===== config.mk =====
export PLATFORM = sky130hd
export DESIGN_NAME = tmr_bank
export DESIGN_NICKNAME = d
export VERILOG_FILES = /design/src/rtl/tmr_pkg.sv /design/src/rtl/tmr_addr_dec.sv /design/src/rtl/tmr_chan.sv /design/src/rtl/tmr_bank.sv
export SDC_FILE = /design/constraint.sdc
export NUM_CORES = 1
export LEC_CHECK = 0
export ABC_CLOCK_PERIOD_IN_PS = 47700
export CORE_AREA = 4 4 259 198
export DETAILED_ROUTE_END_ITERATION = 6
export DIE_AREA = 0 0 263 202
export MAX_ROUTING_LAYER = met4
export PLACE_DENSITY_LB_ADDON = 0.2
export SLEW_MARGIN = 5
export SYNTH_ARGS = -nofsm -noshare
export SYNTH_HDL_FRONTEND = slang
export SYNTH_SLANG_ARGS = --single-unit

===== constraint.sdc =====
create_clock -name clk -period 47.7 [get_ports clk]
set_clock_uncertainty 0.1 [all_clocks]
set_input_delay 4.77 -clock clk [delete_from_list [all_inputs] [get_ports clk]]
set_output_delay 4.77 -clock clk [all_outputs]
set_load 0.03 [all_outputs]

===== src/rtl/tmr_pkg.sv =====
package tmr_pkg;

  // Byte-address split: upper bits pick a window, lower bits a register.
  localparam int WIN_SH = 5;

  localparam logic [WIN_SH-1:0] OFF_CFG = 5'h00;
  localparam logic [WIN_SH-1:0] OFF_RLD = 5'h04;
  localparam logic [WIN_SH-1:0] OFF_CNT = 5'h08;
  localparam logic [WIN_SH-1:0] OFF_OVF = 5'h0C;
  localparam logic [WIN_SH-1:0] OFF_STS = 5'h10;
  localparam logic [WIN_SH-1:0] OFF_CLR = 5'h14;
  localparam logic [WIN_SH-1:0] OFF_MSK = 5'h18;

  // Top window (window 0) registers.
  localparam logic [WIN_SH-1:0] OFF_CTRL = 5'h00;
  localparam logic [WIN_SH-1:0] OFF_REV  = 5'h10;

  typedef enum logic [2:0] {
    REG_CFG,
    REG_RLD,
    REG_CNT,
    REG_OVF,
    REG_STS,
    REG_CLR,
    REG_MSK,
    REG_NONE
  } reg_sel_e;

endpackage


===== src/rtl/tmr_addr_dec.sv =====
module tmr_addr_dec
  import tmr_pkg::*;
#(
  parameter int NUM_TMR = 4,
  parameter int ADDR_W  = 8
) (
  input  logic [ADDR_W-1:0]  addr,
  output logic               ctrl_hit,
  output logic               rev_hit,
  output logic [NUM_TMR-1:0] tmr_hit,
  output reg_sel_e           reg_sel
);

  localparam int WIN_W = ADDR_W - WIN_SH;

  logic [WIN_W-1:0]  win;
  logic [WIN_SH-1:0] off;

  assign win = addr[ADDR_W-1:WIN_SH];
  assign off = addr[WIN_SH-1:0];

  always_comb begin
    unique case (off)
      OFF_CFG: reg_sel = REG_CFG;
      OFF_RLD: reg_sel = REG_RLD;
      OFF_CNT: reg_sel = REG_CNT;
      OFF_OVF: reg_sel = REG_OVF;
      OFF_STS: reg_sel = REG_STS;
      OFF_CLR: reg_sel = REG_CLR;
      OFF_MSK: reg_sel = REG_MSK;
      default: reg_sel = REG_NONE;
    endcase
  end

  assign ctrl_hit = (win == '0) && (off == OFF_CTRL);
  assign rev_hit  = (win == '0) && (off == OFF_REV);

  for (genvar n = 0; n < NUM_TMR; n++) begin : g_hit
    assign tmr_hit[n] = (win == WIN_W'(n + 1)) && (reg_sel != REG_NONE);
  end

endmodule


===== src/rtl/tmr_chan.sv =====
module tmr_chan #(
  parameter int DATA_W = 32
) (
  input  logic              clk,
  input  logic              rst_n,
  input  logic              glb_en,
  input  logic              wr_cfg,
  input  logic              wr_rld,
  input  logic              wr_clr,
  input  logic              wr_msk,
  input  logic              snap_req,
  input  logic [DATA_W-1:0] wdata,
  output logic              len_o,
  output logic [DATA_W-1:0] rld_o,
  output logic [DATA_W-1:0] cnt_o,
  output logic [DATA_W-1:0] snap_o,
  output logic [DATA_W-1:0] ovf_o,
  output logic              sts_o,
  output logic              msk_o,
  output logic              ev_o
);

  logic              len_q, len_d;
  logic              sts_q, sts_d;
  logic              msk_q, msk_d;
  logic [DATA_W-1:0] rld_q, rld_d;
  logic [DATA_W-1:0] cnt_q, cnt_d;
  logic [DATA_W-1:0] snap_q, snap_d;
  logic [DATA_W-1:0] ovf_q, ovf_d;
  logic              run;
  logic              wrap;

  // Next-state logic
  always_comb begin
    run  = glb_en & len_q;
    wrap = run & (cnt_q == '0);

    if (!len_q)        cnt_d = rld_q;
    else if (!glb_en)  cnt_d = cnt_q;
    else if (wrap)     cnt_d = rld_q;
    else               cnt_d = cnt_q - DATA_W'(1);

    ovf_d  = ovf_q + DATA_W'(wrap);
    snap_d = snap_req ? cnt_q : snap_q;
    len_d  = wr_cfg ? wdata[0] : len_q;
    msk_d  = wr_msk ? wdata[0] : msk_q;
    rld_d  = wr_rld ? wdata : rld_q;

    // A wrap in the same clock overrides a clear request.
    if (wrap)                     sts_d = 1'b1;
    else if (wr_clr && wdata[0])  sts_d = 1'b0;
    else                          sts_d = sts_q;
  end

  // State registers
  always_ff @(posedge clk or negedge rst_n) begin
    if (!rst_n) begin
      len_q  <= 1'b0;
      sts_q  <= 1'b0;
      msk_q  <= 1'b0;
      rld_q  <= '1;
      cnt_q  <= '0;
      snap_q <= '0;
      ovf_q  <= '0;
    end else begin
      len_q  <= len_d;
      sts_q  <= sts_d;
      msk_q  <= msk_d;
      rld_q  <= rld_d;
      cnt_q  <= cnt_d;
      snap_q <= snap_d;
      ovf_q  <= ovf_d;
    end
  end

  assign len_o  = len_q;
  assign rld_o  = rld_q;
  assign cnt_o  = cnt_q;
  assign snap_o = snap_q;
  assign ovf_o  = ovf_q;
  assign sts_o  = sts_q;
  assign msk_o  = msk_q;
  assign ev_o   = wrap;

endmodule


===== src/rtl/tmr_bank.sv =====
module tmr_bank
  import tmr_pkg::*;
#(
  parameter int          NUM_TMR = 4,
  parameter int          DATA_W  = 32,
  parameter int          ADDR_W  = 8,
  parameter logic [31:0] REV_ID  = 32'h0001_0203
) (
  input  logic              clk,
  input  logic              rst_n,
  input  logic              wr_en,
  input  logic              rd_en,
  input  logic [ADDR_W-1:0] addr,
  input  logic [DATA_W-1:0] wdata,
  output logic [DATA_W-1:0] rdata,
  output logic              irq
);

  // Reset: asserted asynchronously, released on a clock edge.
  logic [1:0] rst_sync_q;
  logic       rst_int_n;

  always_ff @(posedge clk or negedge rst_n) begin
    if (!rst_n) rst_sync_q <= 2'b00;
    else        rst_sync_q <= {rst_sync_q[0], 1'b1};
  end
  assign rst_int_n = rst_sync_q[1];

  // Address decode
  logic               ctrl_hit;
  logic               rev_hit;
  logic [NUM_TMR-1:0] tmr_hit;
  reg_sel_e           reg_sel;

  tmr_addr_dec #(
    .NUM_TMR (NUM_TMR),
    .ADDR_W  (ADDR_W)
  ) u_dec (
    .addr     (addr),
    .ctrl_hit (ctrl_hit),
    .rev_hit  (rev_hit),
    .tmr_hit  (tmr_hit),
    .reg_sel  (reg_sel)
  );

  // Master enable
  logic glb_q, glb_d;

  always_comb glb_d = (wr_en && ctrl_hit) ? wdata[0] : glb_q;

  always_ff @(posedge clk or negedge rst_int_n) begin
    if (!rst_int_n) glb_q <= 1'b0;
    else            glb_q <= glb_d;
  end

  // Timer channels
  logic [NUM_TMR-1:0]             len_vec;
  logic [NUM_TMR-1:0]             sts_vec;
  logic [NUM_TMR-1:0]             msk_vec;
  logic [NUM_TMR-1:0]             ev_vec;
  logic [NUM_TMR-1:0][DATA_W-1:0] rld_vec;
  logic [NUM_TMR-1:0][DATA_W-1:0] cnt_vec;
  logic [NUM_TMR-1:0][DATA_W-1:0] snap_vec;
  logic [NUM_TMR-1:0][DATA_W-1:0] ovf_vec;

  for (genvar n = 0; n < NUM_TMR; n++) begin : g_tmr
    logic wsel;
    assign wsel = wr_en & tmr_hit[n];

    tmr_chan #(
      .DATA_W (DATA_W)
    ) u_chan (
      .clk      (clk),
      .rst_n    (rst_int_n),
      .glb_en   (glb_q),
      .wr_cfg   (wsel && (reg_sel == REG_CFG)),
      .wr_rld   (wsel && (reg_sel == REG_RLD)),
      .wr_clr   (wsel && (reg_sel == REG_CLR)),
      .wr_msk   (wsel && (reg_sel == REG_MSK)),
      .snap_req (rd_en && tmr_hit[n] && (reg_sel == REG_OVF)),
      .wdata    (wdata),
      .len_o    (len_vec[n]),
      .rld_o    (rld_vec[n]),
      .cnt_o    (cnt_vec[n]),
      .snap_o   (snap_vec[n]),
      .ovf_o    (ovf_vec[n]),
      .sts_o    (sts_vec[n]),
      .msk_o    (msk_vec[n]),
      .ev_o     (ev_vec[n])
    );
  end

  // Read mux and registered read data
  logic [DATA_W-1:0] rd_mux;
  logic [DATA_W-1:0] rdata_q, rdata_d;

  always_comb begin
    rd_mux = '0;
    if (ctrl_hit) rd_mux = {{(DATA_W-1){1'b0}}, glb_q};
    if (rev_hit)  rd_mux = DATA_W'(REV_ID);
    for (int i = 0; i < NUM_TMR; i++) begin
      if (tmr_hit[i]) begin
        unique case (reg_sel)
          REG_CFG: rd_mux = {{(DATA_W-1){1'b0}}, len_vec[i]};
          REG_RLD: rd_mux = rld_vec[i];
          REG_CNT: rd_mux = snap_vec[i];
          REG_OVF: rd_mux = ovf_vec[i];
          REG_STS: rd_mux = {{(DATA_W-1){1'b0}}, sts_vec[i]};
          REG_MSK: rd_mux = {{(DATA_W-1){1'b0}}, msk_vec[i]};
          default: rd_mux = '0;
        endcase
      end
    end
    rdata_d = rd_en ? rd_mux : rdata_q;
  end

  always_ff @(posedge clk or negedge rst_int_n) begin
    if (!rst_int_n) rdata_q <= '0;
    else            rdata_q <= rdata_d;
  end

  assign rdata = rdata_q;
  assign irq   = |(sts_vec & msk_vec);

endmodule


### After elaboration in Yosys (flattened, before gate mapping)

Cells that the tools add are included.

* word-level logic and storage cells: 151
* register bits after elaboration: 559
* input bits: 44
* output and inout bits: 33

* equal/unequal tests: 21
* bitwise operators: 13
* reduce and logical (&&, ||, !) cells: 47
* add/subtract/negate cells: 8
* muxes and demuxes: 31

Operators by type and width (count)
* $pmux W32 S6: 4
* $mux W32: 16
* $add A32 B1 Y32: 4
* $logic_not A32 Y1: 4
* $sub A32 B1 Y32 const B: 4
* $logic_and A1 B1 Y1: 35
* $pmux W3 S7: 1
* $mux W17: 1
* $eq A5 B5 Y1 const B: 3
* $and A1 B1 Y1: 12
* $eq A3 B2 Y1 const B: 4
* $eq A3 B3 Y1 const B: 4
* $eq A5 B4 Y1 const B: 2
* $mux W1: 9
* $ne A2 B2 Y1 const B: 4
* $reduce_bool A2 Y1: 4
* $eq A3 B1 Y1 const B: 2
* $logic_not A3 Y1: 2
* $eq A5 B3 Y1 const B: 1
* $logic_not A5 Y1: 1
* $and A4 B4 Y4: 1
* $reduce_or A4 Y1: 1
* $ne A3 B3 Y1 const B: 1

### Depth between registers and ports, before layout

* depth in word-level cells: 9
* gate-level depth with buffers: 15
* mapped depth without buffers: 13

### Modules after synthesis

Synthesis repeated with hierarchy kept, for this count alone.

* cells, all modules: 2742
* area, all modules: 29673.5 um2

By module, submodules not included
* tmr_chan at g_tmr[1].u_chan ...: cells an instance 522, sequential area each 3318.2 um2, area each 6007.0 um2, times used 2
* tmr_chan at g_tmr[3].u_chan: cells an instance 520, sequential area each 3318.2 um2, area each 6003.3 um2, times used 1
* tmr_chan at g_tmr[0].u_chan: cells an instance 507, sequential area each 3318.2 um2, area each 5972.0 um2, times used 1
* tmr_bank: cells an instance 657, sequential area each 875.8 um2, area each 5596.6 um2, times used 1
* tmr_addr_dec: cells an instance 14, sequential area each 0.0 um2, area each 87.6 um2, times used 1

### Worst setup path after synthesis

Ideal clock, no wire load.

* path type: input -> register
* from: input addr[2]
* to: register rdata_q[4], in the netlist rdata[4]
* path buffers: 3
* arrival: 6.524 ns
* path slack: 40.956 ns
* setup time: 0.120 ns
* cell stages on the path: 7
* required time: 47.480 ns
* path through: clkbuf_1 -> clkbuf_1 -> clkbuf_1 -> mux2_2 -> a22oi_1 -> o22ai_1 -> a31o_2

* longest elaborated chain between the ends: 8
* elaborated cells on any way between the ends: 27
* those cells by class: 12 x eq/ne; 9 x mux; 6 x reduce/logical

Ends and longest elaborated chain
* start: declaration: RTL line tmr_bank.sv:13 `input logic [ADDR_W-1:0] addr,`
* $eq A5 B5 Y1, or another cell as far along: RTL line tmr_addr_dec.sv:23 `unique case (off)`
* $pmux W3 S7 *: RTL line tmr_addr_dec.sv:23
* $eq A3 B3 Y1, or another cell as far along: RTL line tmr_bank.sv:103 `unique case (reg_sel)`
* $pmux W32 S6 / $logic_and A1 B1 Y1 (equally long branches): RTL line tmr_bank.sv:103, tmr_addr_dec.sv:39
* $mux W32 (3 in a row): RTL line tmr_bank.sv:102 `if (tmr_hit[i]) begin`
* $mux W32 *: RTL line tmr_bank.sv:102
* end signal: assignment: RTL line tmr_bank.sv:119 `else rdata_q <= rdata_d;`
* end: declaration: RTL line tmr_bank.sv:95 `logic [DATA_W-1:0] rdata_q, rdata_d;`

Every way passes the cells marked *; elsewhere a longest branch is shown, timed or not.
A chain may end at the register's enable or synchronous reset.

### Final worst setup path

* from: input addr[2]
* to: register rdata_q[7], in the netlist rdata[7]

The elaborated chain is that of the path after synthesis.

==> metrics.log <==
[metrics] internal cell power: 0.000822 W
[metrics] path type of the worst min-delay path: reg2reg
[metrics] synthesized flop and latch total: 559
[metrics] setup repair after global routing missed its margin: false
[metrics] cells after synthesis: 2684
[metrics] peak fanout along the critical path: 66
[metrics] run status: finished, final reports clean
[metrics] top-area cell type share of the netlist area: 37.3%
[metrics] WP buf/inv: 3
[metrics] per-instance average area after synthesis: 10.8 um2
[metrics] aggregate negative setup slack: 0 ns
[metrics] kind of cell adding the most delay to the critical path: buffers and inverters
[metrics] IO Count: 77
[metrics] leakage power summed over all cells: 13.8 nW
[metrics] final setup vio count: 0
[metrics] Inserted Clock Buffers: 54
[metrics] critical path required time: 48.16 ns
[metrics] final hold violations: 0
[metrics] nets@finish: 2751
[metrics] cell types with the largest area share after synthesis: sky130_fd_sc_hd__dfrtp_1 (37%), sky130_fd_sc_hd__mux2_2 (15%), sky130_fd_sc_hd__dfstp_2 (12%), sky130_fd_sc_hd__xnor2_1 (3.4%), sky130_fd_sc_hd__a22oi_1 (3.3%)
[metrics] post-cts hold buffer count: 0
[metrics] fraction of the cycle the final worst path needs: 16.2%
[metrics] worst-margin pin slew: 1.15 ns
[metrics] antenna violations before repair: 2
[metrics] number of optimization iterations in the first detailed-route pass: 6
[metrics] vias per inst: 6.95
[metrics] top achievable clock speed: 129 MHz
[metrics] EDFF count, synth: 0
[metrics] H-Tree Depth: 2
[metrics] CTS root buffer: sky130_fd_sc_hd__clkbuf_16
[metrics] final count of pins violating max slew: 0
[metrics] initial cell density of the core: 59.6%
[metrics] via count: 23579
[metrics] Clock Pin Slew Worst Setup and Hold Paths: 0.06 ns
[metrics] Relative slew margins: 23.2%
[metrics] switching pwr: 0.000309 W
[metrics] Detail Route Antenna Nets: 0
[metrics] Sinks on Clock Net: 559
[metrics] Synthesis Warnings: 0
[metrics] type of the worst setup path: in2reg
[metrics] switching portion of total power: 27.3%
[metrics] Syn Std Cell Area: 0.0289 mm2
[metrics] count of cells resized by post-cts repair: 0
[metrics] total routing usage reported by global routing: 37.3%
[metrics] post-DP HPWL: 69100 um
[metrics] post-route worst hold slack: 0.249 ns
[metrics] maximum number of pins on one net before global-route repair: 181
[metrics] worst vdd ir: 0.0284 mV
[metrics] combinational share of power: 11.0%
[metrics] overall routed net length: 98400 um
[metrics] worst-path cell chain: buf_6 > nor2b_4 > buf_4 > buf_4 > a22oi_1 > o21ai_0 > a31o_2
[metrics] Unique masters post-synth: 95
[metrics] Post-Syn Nets: 2740
[metrics] count of max-cap constraint violations: 0
[metrics] CTS tree: done
[metrics] number of setup buffers added after CTS: 0
[metrics] CP Launch Type: primary input
[metrics] final routed wire length divided by cell count: 29.0 um
[metrics] RePlAce Congestion: 1.00
[metrics] arrival time of data at the critical path endpoint: 8.20 ns
[metrics] # fillers: 3785
[metrics] ratio of total power to cell area: 35.1 mW/mm2
[metrics] total global routing overflow: 0
[metrics] async set-reset flop share out of synthesis: 100%
[metrics] Tmin final: 7.74 ns
[metrics] stage delay of the slowest cell on the critical path: 0.80 ns
[metrics] wire length of the first global-routing pass: 148000 um
[metrics] sequential area share after synthesis: 48.9%
[metrics] iteration-0 DRC count of the detailed router: 3325
[metrics] layout cells sized above 1: 26.4%
[metrics] vertical extent of the die: 202 um
[metrics] cell type with the largest total area after synthesis: sky130_fd_sc_hd__dfrtp_1
[metrics] area overhead of the layout relative to synthesis: 11.2%
[metrics] horizontal extent of the die: 263 um
[metrics] DRC viols: 0
[metrics] cell mode on critical path: sky130_fd_sc_hd__buf_4
[metrics] kind of end point of the critical path: flip-flop
[metrics] main flop type after synthesis: sky130_fd_sc_hd__dfrtp_1
[metrics] # port buffers: 76
[metrics] Die ar.: 0.0531 mm2
[metrics] vias in the first global route: 22335
[metrics] placeable core region: 0.0485 mm2
[metrics] Sequential Power Share: 46.4%
[metrics] part of the total power dissipated in the clock network: 42.6%
[metrics] number of buffers on the longest clock path: 3
[metrics] row cnt: 70
[metrics] cell type of the slowest stage on the worst timing path: sky130_fd_sc_hd__buf_4
[metrics] worst skew pair latency: 0.64 ns
==> synthesized netlist by cell type, types with 13 or more instances <==
library cell / instances
sky130_fd_sc_hd__and4_1: 17
sky130_fd_sc_hd__a22oi_1: 128
sky130_fd_sc_hd__o22ai_1: 42
sky130_fd_sc_hd__dfrtp_1: 431
sky130_fd_sc_hd__and3_1: 37
sky130_fd_sc_hd__o21ai_0: 146
sky130_fd_sc_hd__and2_1: 13
sky130_fd_sc_hd__or3_1: 22
sky130_fd_sc_hd__xor2_1: 31
sky130_fd_sc_hd__nor4_1: 31
sky130_fd_sc_hd__clkbuf_1: 109
sky130_fd_sc_hd__nor3_1: 59
sky130_fd_sc_hd__nand2_1: 163
sky130_fd_sc_hd__inv_1: 52
sky130_fd_sc_hd__a31o_2: 26
sky130_fd_sc_hd__mux2_2: 384
sky130_fd_sc_hd__buf_2: 36
sky130_fd_sc_hd__a211oi_1: 14
sky130_fd_sc_hd__mux2i_1: 16
sky130_fd_sc_hd__nand3_1: 116
sky130_fd_sc_hd__nor2_1: 166
sky130_fd_sc_hd__or4_1: 19
sky130_fd_sc_hd__a21oi_1: 87
sky130_fd_sc_hd__xnor2_1: 112
sky130_fd_sc_hd__dfstp_2: 128
sky130_fd_sc_hd__buf_1: 14
sky130_fd_sc_hd__nand4_1: 53
==> power groups by stage <==
stage / sequential, W / combinational, W / clock, W
after global placement: 0.000530 / 0.000118 / 0
after global routing: 0.000527 / 0.000133 / 0.000505
after detailed placement: 0.000531 / 0.000120 / 0
final: 0.000524 / 0.000124 / 0.000482
after floorplan: 0.000527 / 0.0000782 / 0
after CTS: 0.000523 / 0.000121 / 0.000485
==> final cells by class <==
cell class              count  area (um2)  share of cell area (%)
multi-input cells        1908       13900                    43.3
inverters                  53         199                   0.618
flip-flops and latches    559       14200                    44.0
repair buffers            119        1110                    3.44
clock inverters            18         290                   0.902
diodes                      3        7.51                  0.0233
clock buffers              84        1680                    5.22
well taps                 648         811                    2.52
==> path summary, 6_finish.rpt <==
check	start	end	slack, ns	depth (start not counted)
setup / recovery	addr[2]	rdata[7]	39.96	7
hold / removal	rst_sync_q[0]	rst_sync_q[1]	0.25	0
setup reg to reg	g_tmr[0].u_chan.cnt_o[0]	g_tmr[0].u_chan.ovf_o[25]	42.79	13
hold reg to reg	rst_sync_q[0]	rst_sync_q[1]	0.25	0
max in group asynchronous	rst_n	rst_sync_q[1]	43.16	1
min in group asynchronous	rst_sync_q[1]	g_tmr[1].u_chan.ovf_o[5]	0.40	0
==> worst register-to-register path, delay by kind of cell (launching register included) <==
| family | cells | cell delay, ns |
|---|---|---|
| AND/OR/NAND/NOR | 8 | 3.18 |
| adder cells (fa/ha/maj) | 2 | 0.59 |
| flip-flops | 1 | 0.48 |
| buffers and inverters | 2 | 0.34 |
| XOR/XNOR | 1 | 0.16 |
==> registers in the layout (all words and copies together) (netlist names) <==
signal,count
g_tmr.u_chan.len_o,4
g_tmr.u_chan.sts_o,4
g_tmr.u_chan.snap_o,128
g_tmr.u_chan.rld_o,128
rst_sync_q,2
glb_q,1
g_tmr.u_chan.msk_o,4
g_tmr.u_chan.cnt_o,128
g_tmr.u_chan.ovf_o,128
rdata,32
==> routing by layer <==
metal / part of all wire, % / global-route usage (%)
met5: 0 / -
met4: 3.9 / 12.4
met3: 13 / 11.2
met2: 40 / 48.6
met1: 43 / 55.5
==> cells in the final DEF (no fill, tap or decap), types with 14 or more instances in the layout <==
cell type,netlist,routed
sky130_fd_sc_hd__buf_4,2,42
sky130_fd_sc_hd__mux2i_1,16,16
sky130_fd_sc_hd__nor4_1,31,31
sky130_fd_sc_hd__inv_1,52,52
sky130_fd_sc_hd__xnor2_1,112,112
sky130_fd_sc_hd__clkbuf_16,0,58
sky130_fd_sc_hd__and4_1,17,17
sky130_fd_sc_hd__a21oi_1,87,86
sky130_fd_sc_hd__a31o_2,26,26
sky130_fd_sc_hd__and3_1,37,37
sky130_fd_sc_hd__o22ai_1,42,42
sky130_fd_sc_hd__dfrtp_1,431,429
sky130_fd_sc_hd__or4_1,19,19
sky130_fd_sc_hd__mux2_2,384,384
sky130_fd_sc_hd__nor3_1,59,58
sky130_fd_sc_hd__nand3_1,116,116
sky130_fd_sc_hd__xor2_1,31,31
sky130_fd_sc_hd__nand4_1,53,53
sky130_fd_sc_hd__nand2_1,163,163
sky130_fd_sc_hd__dfstp_2,128,128
sky130_fd_sc_hd__a22oi_1,128,128
sky130_fd_sc_hd__nor2_1,166,161
sky130_fd_sc_hd__or3_1,22,22
sky130_fd_sc_hd__a211oi_1,14,14
sky130_fd_sc_hd__clkdlybuf4s50_1,0,74
sky130_fd_sc_hd__o21ai_0,146,146
==> cell families (layout without fill, tap and decap cells) <==
family / count (synthesis) / after routing / share of synthesized area [%]
AO/OA/AOI/OAI: 581 / 581 / 13.5
XOR/XNOR: 143 / 143 / 4.33
adder cells (fa/ha/maj): 12 / 12 / 0.519
buffers and inverters: 217 / 274 / 3.07
flip-flops: 559 / 559 / 48.9
multiplexers: 403 / 403 / 15.6
other: 1 / 4 / 0.0130
AND/OR/NAND/NOR: 768 / 768 / 14.0
==> through the flow <==
stage / cell area, um2 / util (%) / worst slack [ns] / std cells / power [W]
floorplan: 28900 / - / 31.09 / 2684 / 0.000605
global placement: 30200 / 62.3 / 39.55 / 3287 / 0.000648
detailed placement: 30200 / 62.3 / 39.52 / 3287 / 0.000651
CTS: 32200 / 66.3 / 40.14 / 3389 / 0.00113
global route: 32200 / 66.3 / 39.97 / 3390 / 0.00116
finish: 32200 / 66.4 / 39.96 / 3392 / 0.00113
(Power assumes the default switching activity.)
